[src/rtl/uart_tag_tx_pkg.sv]
package uart_tag_tx_pkg;
  typedef enum logic [1:0] {
    SH_IDLE   = 2'd0,
    SH_DATA   = 2'd1,
    SH_PARITY = 2'd2,
    SH_STOP   = 2'd3
  } sh_kind_e;
endpackage

[src/rtl/uart_tag_tx_baud.sv]
module uart_tag_tx_baud #(
  parameter int DIV = 16
) (
  input  logic clk_i,
  input  logic rst_ni,
  output logic tick_o
);
  localparam int CW = $clog2(DIV);
  localparam logic [CW-1:0] LAST = CW'(DIV - 1);

  logic [CW-1:0] cnt_q;

  always_ff @(posedge clk_i or negedge rst_ni) begin
    if (!rst_ni)            cnt_q <= '0;
    else if (cnt_q == LAST) cnt_q <= '0;
    else                    cnt_q <= cnt_q + 1'b1;
  end

  assign tick_o = (cnt_q == LAST);

  // ticks never adjacent
  a_r2_tick_gap: assert property (@(posedge clk_i) disable iff (!rst_ni)
    tick_o |=> !tick_o);
endmodule

[src/rtl/uart_tag_tx_wrcap.sv]
module uart_tag_tx_wrcap #(
  parameter int DATA_W      = 8,
  parameter int SYNC_STAGES = 2
) (
  input  logic              clk_i,
  input  logic              rst_ni,
  input  logic              wr_ni,
  input  logic [DATA_W-1:0] data_i,
  input  logic              load_i,
  output logic [DATA_W-1:0] hold_o,
  output logic              pending_o
);
  localparam int SW = SYNC_STAGES + 1;

  logic [SW-1:0] sync_q;
  logic          wr_rise;

  // synchronizer stages plus one history bit for edge detect
  always_ff @(posedge clk_i or negedge rst_ni) begin
    if (!rst_ni) sync_q <= '1;
    else         sync_q <= {sync_q[SW-2:0], wr_ni};
  end

  assign wr_rise = sync_q[SW-2] & ~sync_q[SW-1];

  always_ff @(posedge clk_i or negedge rst_ni) begin
    if (!rst_ni) begin
      hold_o    <= '0;
      pending_o <= 1'b0;
    end else begin
      if (wr_rise) hold_o <= data_i;
      if (wr_rise)     pending_o <= 1'b1;
      else if (load_i) pending_o <= 1'b0;
    end
  end

  a_r3_rise_sets_pending: assert property (@(posedge clk_i) disable iff (!rst_ni)
    wr_rise |=> pending_o);
  a_r4_load_frees_hold: assert property (@(posedge clk_i) disable iff (!rst_ni)
    (load_i && !wr_rise) |=> !pending_o);
endmodule

[src/rtl/uart_tag_tx_shift.sv]
module uart_tag_tx_shift
  import uart_tag_tx_pkg::*;
#(
  parameter int DATA_W = 8
) (
  input  logic              clk_i,
  input  logic              rst_ni,
  input  logic              tick_i,
  input  logic              pending_i,
  input  logic [DATA_W-1:0] hold_i,
  input  logic              odd_par_i,
  output logic              load_o,
  output logic              tx_o
);
  localparam int SH_W = DATA_W + 2;
  localparam logic [SH_W-1:0] STOP_PAT   = SH_W'(1);
  localparam logic [SH_W-1:0] PARITY_PAT = SH_W'(3);

  logic [SH_W-1:0] sh_q;
  logic            par_q;
  sh_kind_e        kind;

  // marker position decides the bit in flight
  always_comb begin
    if (sh_q == '0)              kind = SH_IDLE;
    else if (sh_q == STOP_PAT)   kind = SH_STOP;
    else if (sh_q == PARITY_PAT) kind = SH_PARITY;
    else                         kind = SH_DATA;
  end

  assign load_o = tick_i && (kind == SH_IDLE) && pending_i;

  always_ff @(posedge clk_i or negedge rst_ni) begin
    if (!rst_ni) begin
      sh_q  <= '0;
      par_q <= 1'b0;
      tx_o  <= 1'b1;
    end else if (tick_i) begin
      unique case (kind)
        SH_IDLE: begin
          if (pending_i) begin
            sh_q  <= {2'b11, hold_i};
            par_q <= odd_par_i;
            tx_o  <= 1'b0;
          end else begin
            tx_o  <= 1'b1;
          end
        end
        SH_DATA: begin
          tx_o  <= sh_q[0];
          par_q <= par_q ^ sh_q[0];
          sh_q  <= sh_q >> 1;
        end
        SH_PARITY: begin
          tx_o <= par_q;
          sh_q <= sh_q >> 1;
        end
        SH_STOP: begin
          tx_o <= 1'b1;
          sh_q <= sh_q >> 1;
        end
        default: sh_q <= '0;
      endcase
    end
  end

  a_r4_start_low: assert property (@(posedge clk_i) disable iff (!rst_ni)
    load_o |=> !tx_o);
  a_r2_hold_between_ticks: assert property (@(posedge clk_i) disable iff (!rst_ni)
    !tick_i |=> $stable(tx_o));
  a_r7_stop_high: assert property (@(posedge clk_i) disable iff (!rst_ni)
    (tick_i && kind == SH_STOP) |=> tx_o);
  a_r7_idle_high: assert property (@(posedge clk_i) disable iff (!rst_ni)
    (tick_i && kind == SH_IDLE && !pending_i) |=> tx_o);
endmodule

[src/rtl/uart_tag_tx.sv]
module uart_tag_tx #(
  parameter int DATA_W      = 8,
  parameter int DIV         = 16,
  parameter int SYNC_STAGES = 2
) (
  input  logic              clk_i,
  input  logic              rst_ni,
  input  logic              wr_ni,
  input  logic [DATA_W-1:0] data_i,
  input  logic              odd_par_i,
  output logic              tx_o,
  output logic              tx_ready_o
);
  logic              tick;
  logic              load;
  logic              pending;
  logic [DATA_W-1:0] hold;

  uart_tag_tx_baud #(.DIV(DIV)) u_baud (
    .clk_i (clk_i),
    .rst_ni(rst_ni),
    .tick_o(tick)
  );

  uart_tag_tx_wrcap #(.DATA_W(DATA_W), .SYNC_STAGES(SYNC_STAGES)) u_wrcap (
    .clk_i    (clk_i),
    .rst_ni   (rst_ni),
    .wr_ni    (wr_ni),
    .data_i   (data_i),
    .load_i   (load),
    .hold_o   (hold),
    .pending_o(pending)
  );

  uart_tag_tx_shift #(.DATA_W(DATA_W)) u_shift (
    .clk_i    (clk_i),
    .rst_ni   (rst_ni),
    .tick_i   (tick),
    .pending_i(pending),
    .hold_i   (hold),
    .odd_par_i(odd_par_i),
    .load_o   (load),
    .tx_o     (tx_o)
  );

  assign tx_ready_o = ~pending;
endmodule

[config.mk]
export PLATFORM = sky130hd
export DESIGN_NAME = uart_tag_tx
export DESIGN_NICKNAME = d
export VERILOG_FILES = /design/src/rtl/uart_tag_tx_pkg.sv /design/src/rtl/uart_tag_tx_baud.sv /design/src/rtl/uart_tag_tx_wrcap.sv /design/src/rtl/uart_tag_tx_shift.sv /design/src/rtl/uart_tag_tx.sv
export SDC_FILE = /design/constraint.sdc
export NUM_CORES = 1
export LEC_CHECK = 0
export BUFFER_PORTS_ARGS = -buffer_cell sky130_fd_sc_hd__clkbuf_2
export CAP_MARGIN = 15
export CORE_MARGIN = 5
export CORE_UTILIZATION = 36
export CTS_CLUSTER_DIAMETER = 40
export DETAILED_ROUTE_END_ITERATION = 10
export GPL_TIMING_DRIVEN = 0
export PLACE_DENSITY = 0.61
export SLEW_MARGIN = 20
export SYNTH_ARGS = -nofsm -noshare
export SYNTH_HDL_FRONTEND = slang
export SYNTH_HIERARCHICAL = 1
export SYNTH_SLANG_ARGS = --single-unit
export TNS_END_PERCENT = 5
[constraint.sdc]
create_clock -name clk_i -period 5.1 [get_ports clk_i]
set_input_delay 0.255 -clock clk_i [delete_from_list [all_inputs] [get_ports clk_i]]
set_output_delay 0.255 -clock clk_i [all_outputs]
set_load 0.01 [all_outputs]
* Word level (Yosys, flattened, before mapping) *
Cells that the tools add are included.
Widths: inputs -> output; s select.

operators by class
  equal/unequal tests = 7
  add/sub/neg operators = 1
  mux-type cells = 12
  bitwise logic cells = 4
  reduce and logical (&&, ||, !) cells = 9

operators with widths
  kind                 number
  $pmux 10 s2          1
  $eq 10x1->1 const B  1
  $eq 10x2->1 const B  1
  $logic_not 10->1     1
  $mux 10              1
  $mux 2               3
  $add 4x1->4 const B  1
  $eq 2x2->1 const B   2
  $eq 4x4->1 const B   1
  $mux 1               4
  $mux 4               1
  $pmux 1 s4           1
  $reduce_bool 2->1    2
  $reduce_and 3->1     1
  $reduce_or 3->1      1
  $eq 2x1->1 const B   1
  $logic_and 1x1->1    2
  $logic_not 2->1      1
  $ne 2x2->1 const B   1
  $not 1->1            2
  $pmux 1 s2           1
  $reduce_and 2->1     1
  $and 1x1->1          1
  $xor 1x1->1          1

storage, ports and cells
  logic and storage cells = 40
  bits in registers = 28

* Longest topological paths before layout *
  depth in word-level cells = 9
  mapped depth = 7

* Cells and area by module *
The synthesis kept the hierarchy.

by module, submodules not included
  module             cells an instance  area an instance (µm²)  instances
  uart_tag_tx_shift  68                 678.2                   1
  uart_tag_tx_wrcap  24                 461.7                   1
  uart_tag_tx_baud   13                 168.9                   1
  uart_tag_tx        1                  3.8                     1

* Least setup slack after synthesis *
No wires, ideal clock.

  path kind = reg2reg
  start = reg u_baud.cnt_q[0]
  end = reg u_shift.par_q
  arrival time = 1537 ps
  cell stages (with the launch flop) = 8
  required time = 4993 ps
  slack = 3456 ps
  cells stage by stage = dfrtp_1 -> ha_1 -> and3_2 -> buf_2 -> nand3_1 -> a21oi_1 -> a31o_2 -> a2111oi_4

on the way
  word-level cells in the longest chain between the ends = 2

ends and longest elaborated chain
  element                            line                     text
  start: declaration                 uart_tag_tx_baud.sv:11   logic [CW-1:0] cnt_q;
  start signal: assignment           uart_tag_tx_baud.sv:16   else cnt_q <= cnt_q + 1'b1;
  $eq 4x4->1                         uart_tag_tx_baud.sv:19   assign tick_o = (cnt_q == LAST);
  via tick                           uart_tag_tx.sv:14        logic tick;
  $reduce_and 3->1 (no source line)  -
  end signal: assignment             uart_tag_tx_shift.sv:43  par_q <= odd_par_i;
  end signal: assignment             uart_tag_tx_shift.sv:51  par_q <= par_q ^ sh_q[0];
  end: declaration                   uart_tag_tx_shift.sv:20  logic par_q;

The timed path passes the listed nets, and every way through them passes these cells.
A chain may end at the register's enable or synchronous reset.

* Worst setup path after layout *
Ends and elaborated chain as after synthesis.

==> flow_summary.yaml <==
status:
  status: "finished with violations"
  violations: "hold timing"
clocking:
  clk_pin_slew_ns: 0.09
  cts_tree: "yes"
  cts_resized: 0
  cts.sinks: 28
  clkLatencyLatePin_ns: 0.28
  cts_max_path_buffers: 2
  cts_setup_buffers: 0
  ctsHoldBuffers: 0
  cts_buffers: 3
  cts_max_level: 1
  root_buffer: "clkbuf_8"
yosys:
  seq_area_frac_synth_pct: 53.8
  async_flop_share_pct: 100
  syn_inst: 106
  synth.area.top_cells: "dfrtp_1 46%, mux2_4 9.2%, dfstp_2 8.0%"
  yosys_warnings: 6
  ys_dominant_reg_cell: "dfrtp_1"
  synth_top_area_share_pct: 45.8
  yosys.area.top_type: "dfrtp_1"
  yosys.cell_types.count: 29
  synth_common_cells: "24 x dfrtp_1, 12 x a21oi_1, 12 x inv_1"
  syn_nets: 119
  netlist_area_sq_um: 1310
  synth.avg_cell_area_sq_um: 12.4
  synth_most_common_cell: "dfrtp_1"
  synth_edf_count: 0
  ys_seq_elements: 28
timing:
  worstMarginPinSlew_ns: 0.686
  timing.hold.ws_ns: -0.00573
  layout_min_cycle_time_ns: 1.80
  slew_headroom_pct: 54.3
  timing.fmax_mhz: 557
  setup_total_negative_slack_ns: 0
  rsz0062_at_grt: "false"
  post-route-period-util_pct: 35.2
  drv_slew: 0
  skew_ns: 0.00277
  setup_viol: 0
  hold_viol: 16
route:
  drt_iter0_markers: 55
  avgViaCountPerCell: 4.91
  avgRoutedWirePerCell_um: 13.3
  drt_first_pass_iters: 4
  drc: 0
  wl_mm: 2.28
  detail-route-antenna-nets: 0
  via_count: 839
layout:
  nNetsFinal: 137
  drive_gt1_share_pct: 36.6
  instances_no_fill: 171
  fin_util_pct: 41.8
  area_delta_synth_final_pct: 15.0
  n_antenna_cell: 0
global_routing:
  grt_pass1_vias: 876
  antenna_found_initial: 0
  gr-usage-all-layers_pct: 9.85
  grt_pass1_wl_mm: 3.85
  grt-ovfl-total: 0
  grt_start_max_net_pins: 29
die:
  initial_utilization_pct: 36.4
  die-area_sq_um: 4950
  rows: 22
  io_pins: 14
  die_h_um: 70.4
  die_x_um: 70.4
  core_area_sq_um: 3610
setup_path:
  rr_startpoint: "u_baud/cnt_q[0]"
  r2r_end: "u_shift/par_q"
  crit_family: "simple AND/OR/NAND/NOR gates"
  crit_start: "u_baud/cnt_q[0]"
  r2r_slack_ns: 3.30
  crit_path_max_fanout: 10
  rr_worst_depth: 7
  critPathLaunchType: "register"
  endpoint: "u_shift/par_q"
  path_class: "reg -> reg"
  path_cells: "ha_1 -> and3_2 -> buf_2 -> nand2_1 -> nor2_1 -> a211oi_2 -> a2111oi_4"
  critical-path-slowest-cell: "dfrtp_1"
  cp.buffers_inverters: 1
  cp_num_cells: 7
  arrival_ns: 1.98
  cpPeakStageDelay_ns: 0.41
  critPathCaptureType: "register"
  worstPathRequired_ns: 5.29
pwr:
  sw_frac_of_total_pct: 22.7
  comb_power_share_pct: 12.0
  p_int_mw: 0.385
  p_seq_share_pct: 52.6
  power.total_mw: 0.498
  switchingPower_mw: 0.113
  ir_drop_mv: 0.133
  p_leak_nw: 0.681
  p_per_area_nw_per_um2: 330
  clockPowerShare_pct: 35.3
placement:
  routabilityCongestion: 0.802
  placedCellCount: 167
  portBuffers: 13
  dpl.hpwl_mm: 1.58
flow_run:
  max_cap_viol_count: 0
hold_path:
  hp-class: "in -> async"
[power groups by stage]
stage                     registers [mW]  clock network [mW]  logic (mW)
after floorplan                    0.263                   0      0.0452
after global placement             0.266                   0      0.0590
after detailed placement           0.267                   0      0.0604
after CTS                          0.262               0.182      0.0608
after global routing               0.265               0.189      0.0662
final                              0.262               0.176      0.0599
[cells by family after synthesis]
group                    after synthesis  share of synthesized area, %
flip-flops                            28                          53.8
multiplexers                           9                          10.0
XOR/XNOR                               1                         0.667
buffers and inverters                 17                          5.72
AND/OR/NAND/NOR                       22                          11.6
adder cells (fa/ha/maj)                1                         0.953
AO/OA/AOI/OAI                         28                          17.3
[routing by layer]
| layer | vias up | share of wire [%] | GRT usage [%] |
|---|---|---|---|
| met4 | 0 | 2.7 | 6.38 |
| li1 | 411 | - | - |
| met5 | - | 0 | 0 |
| met1 | 406 | 48 | 12.1 |
| met2 | 17 | 46 | 15.5 |
| met3 | 5 | 3.9 | 2.16 |
[registers in the layout, indices dropped and copies added, names as in the netlist]
signal and cells:
u_shift/par_q 1, u_wrcap/pending_o 1, u_wrcap/hold_o 8, u_shift/sh_q 10, u_shift/tx_o 1, u_baud/cnt_q 4, u_wrcap/sync_q 3
[final cells by class]
class / count / area [sq um]
Buffer: 5 / 30.0
Clock buffer: 3 / 41.3
Clock inverter: 1 / 30.0
Fill cell: 335 / 2100
Inverter: 12 / 45.0
Multi-Input combinational cell: 61 / 532
Sequential cell: 28 / 706
Tap cell: 48 / 60.1
Timing Repair Buffer: 13 / 65.1
[worst min-delay path by stage]
stage                     startpoint                 to
after floorplan               rst_ni    u_baud/cnt_q[0]
after global placement        rst_ni    u_baud/cnt_q[2]
after detailed placement      rst_ni    u_baud/cnt_q[2]
after CTS                     rst_ni    u_baud/cnt_q[2]
after global routing           wr_ni  u_wrcap/sync_q[0]
final                         rst_ni    u_baud/cnt_q[2]
[cell usage in the layout (no fill, tap or decap), drive strengths merged, types with 4 or more instances in the layout]
master  count
dfstp       4
o32a        7
nor2        8
nand2       4
a21oi      12
dfrtp      24
clkbuf     17
buf         4
inv        12
mux2        9
[metrics by stage]
stage               setup WS, ns  hold WS [ns]  instance area [sq um]
floorplan                   3.46       -0.0406                   1310
global route                3.14        0.0400                   1510
finish                      3.30      -0.00573                   1510
global placement            3.36         0.323                   1440
CTS                         3.29        0.0183                   1510
detailed placement          3.32         0.334                   1440
Power figures use the tool's default switching activity.
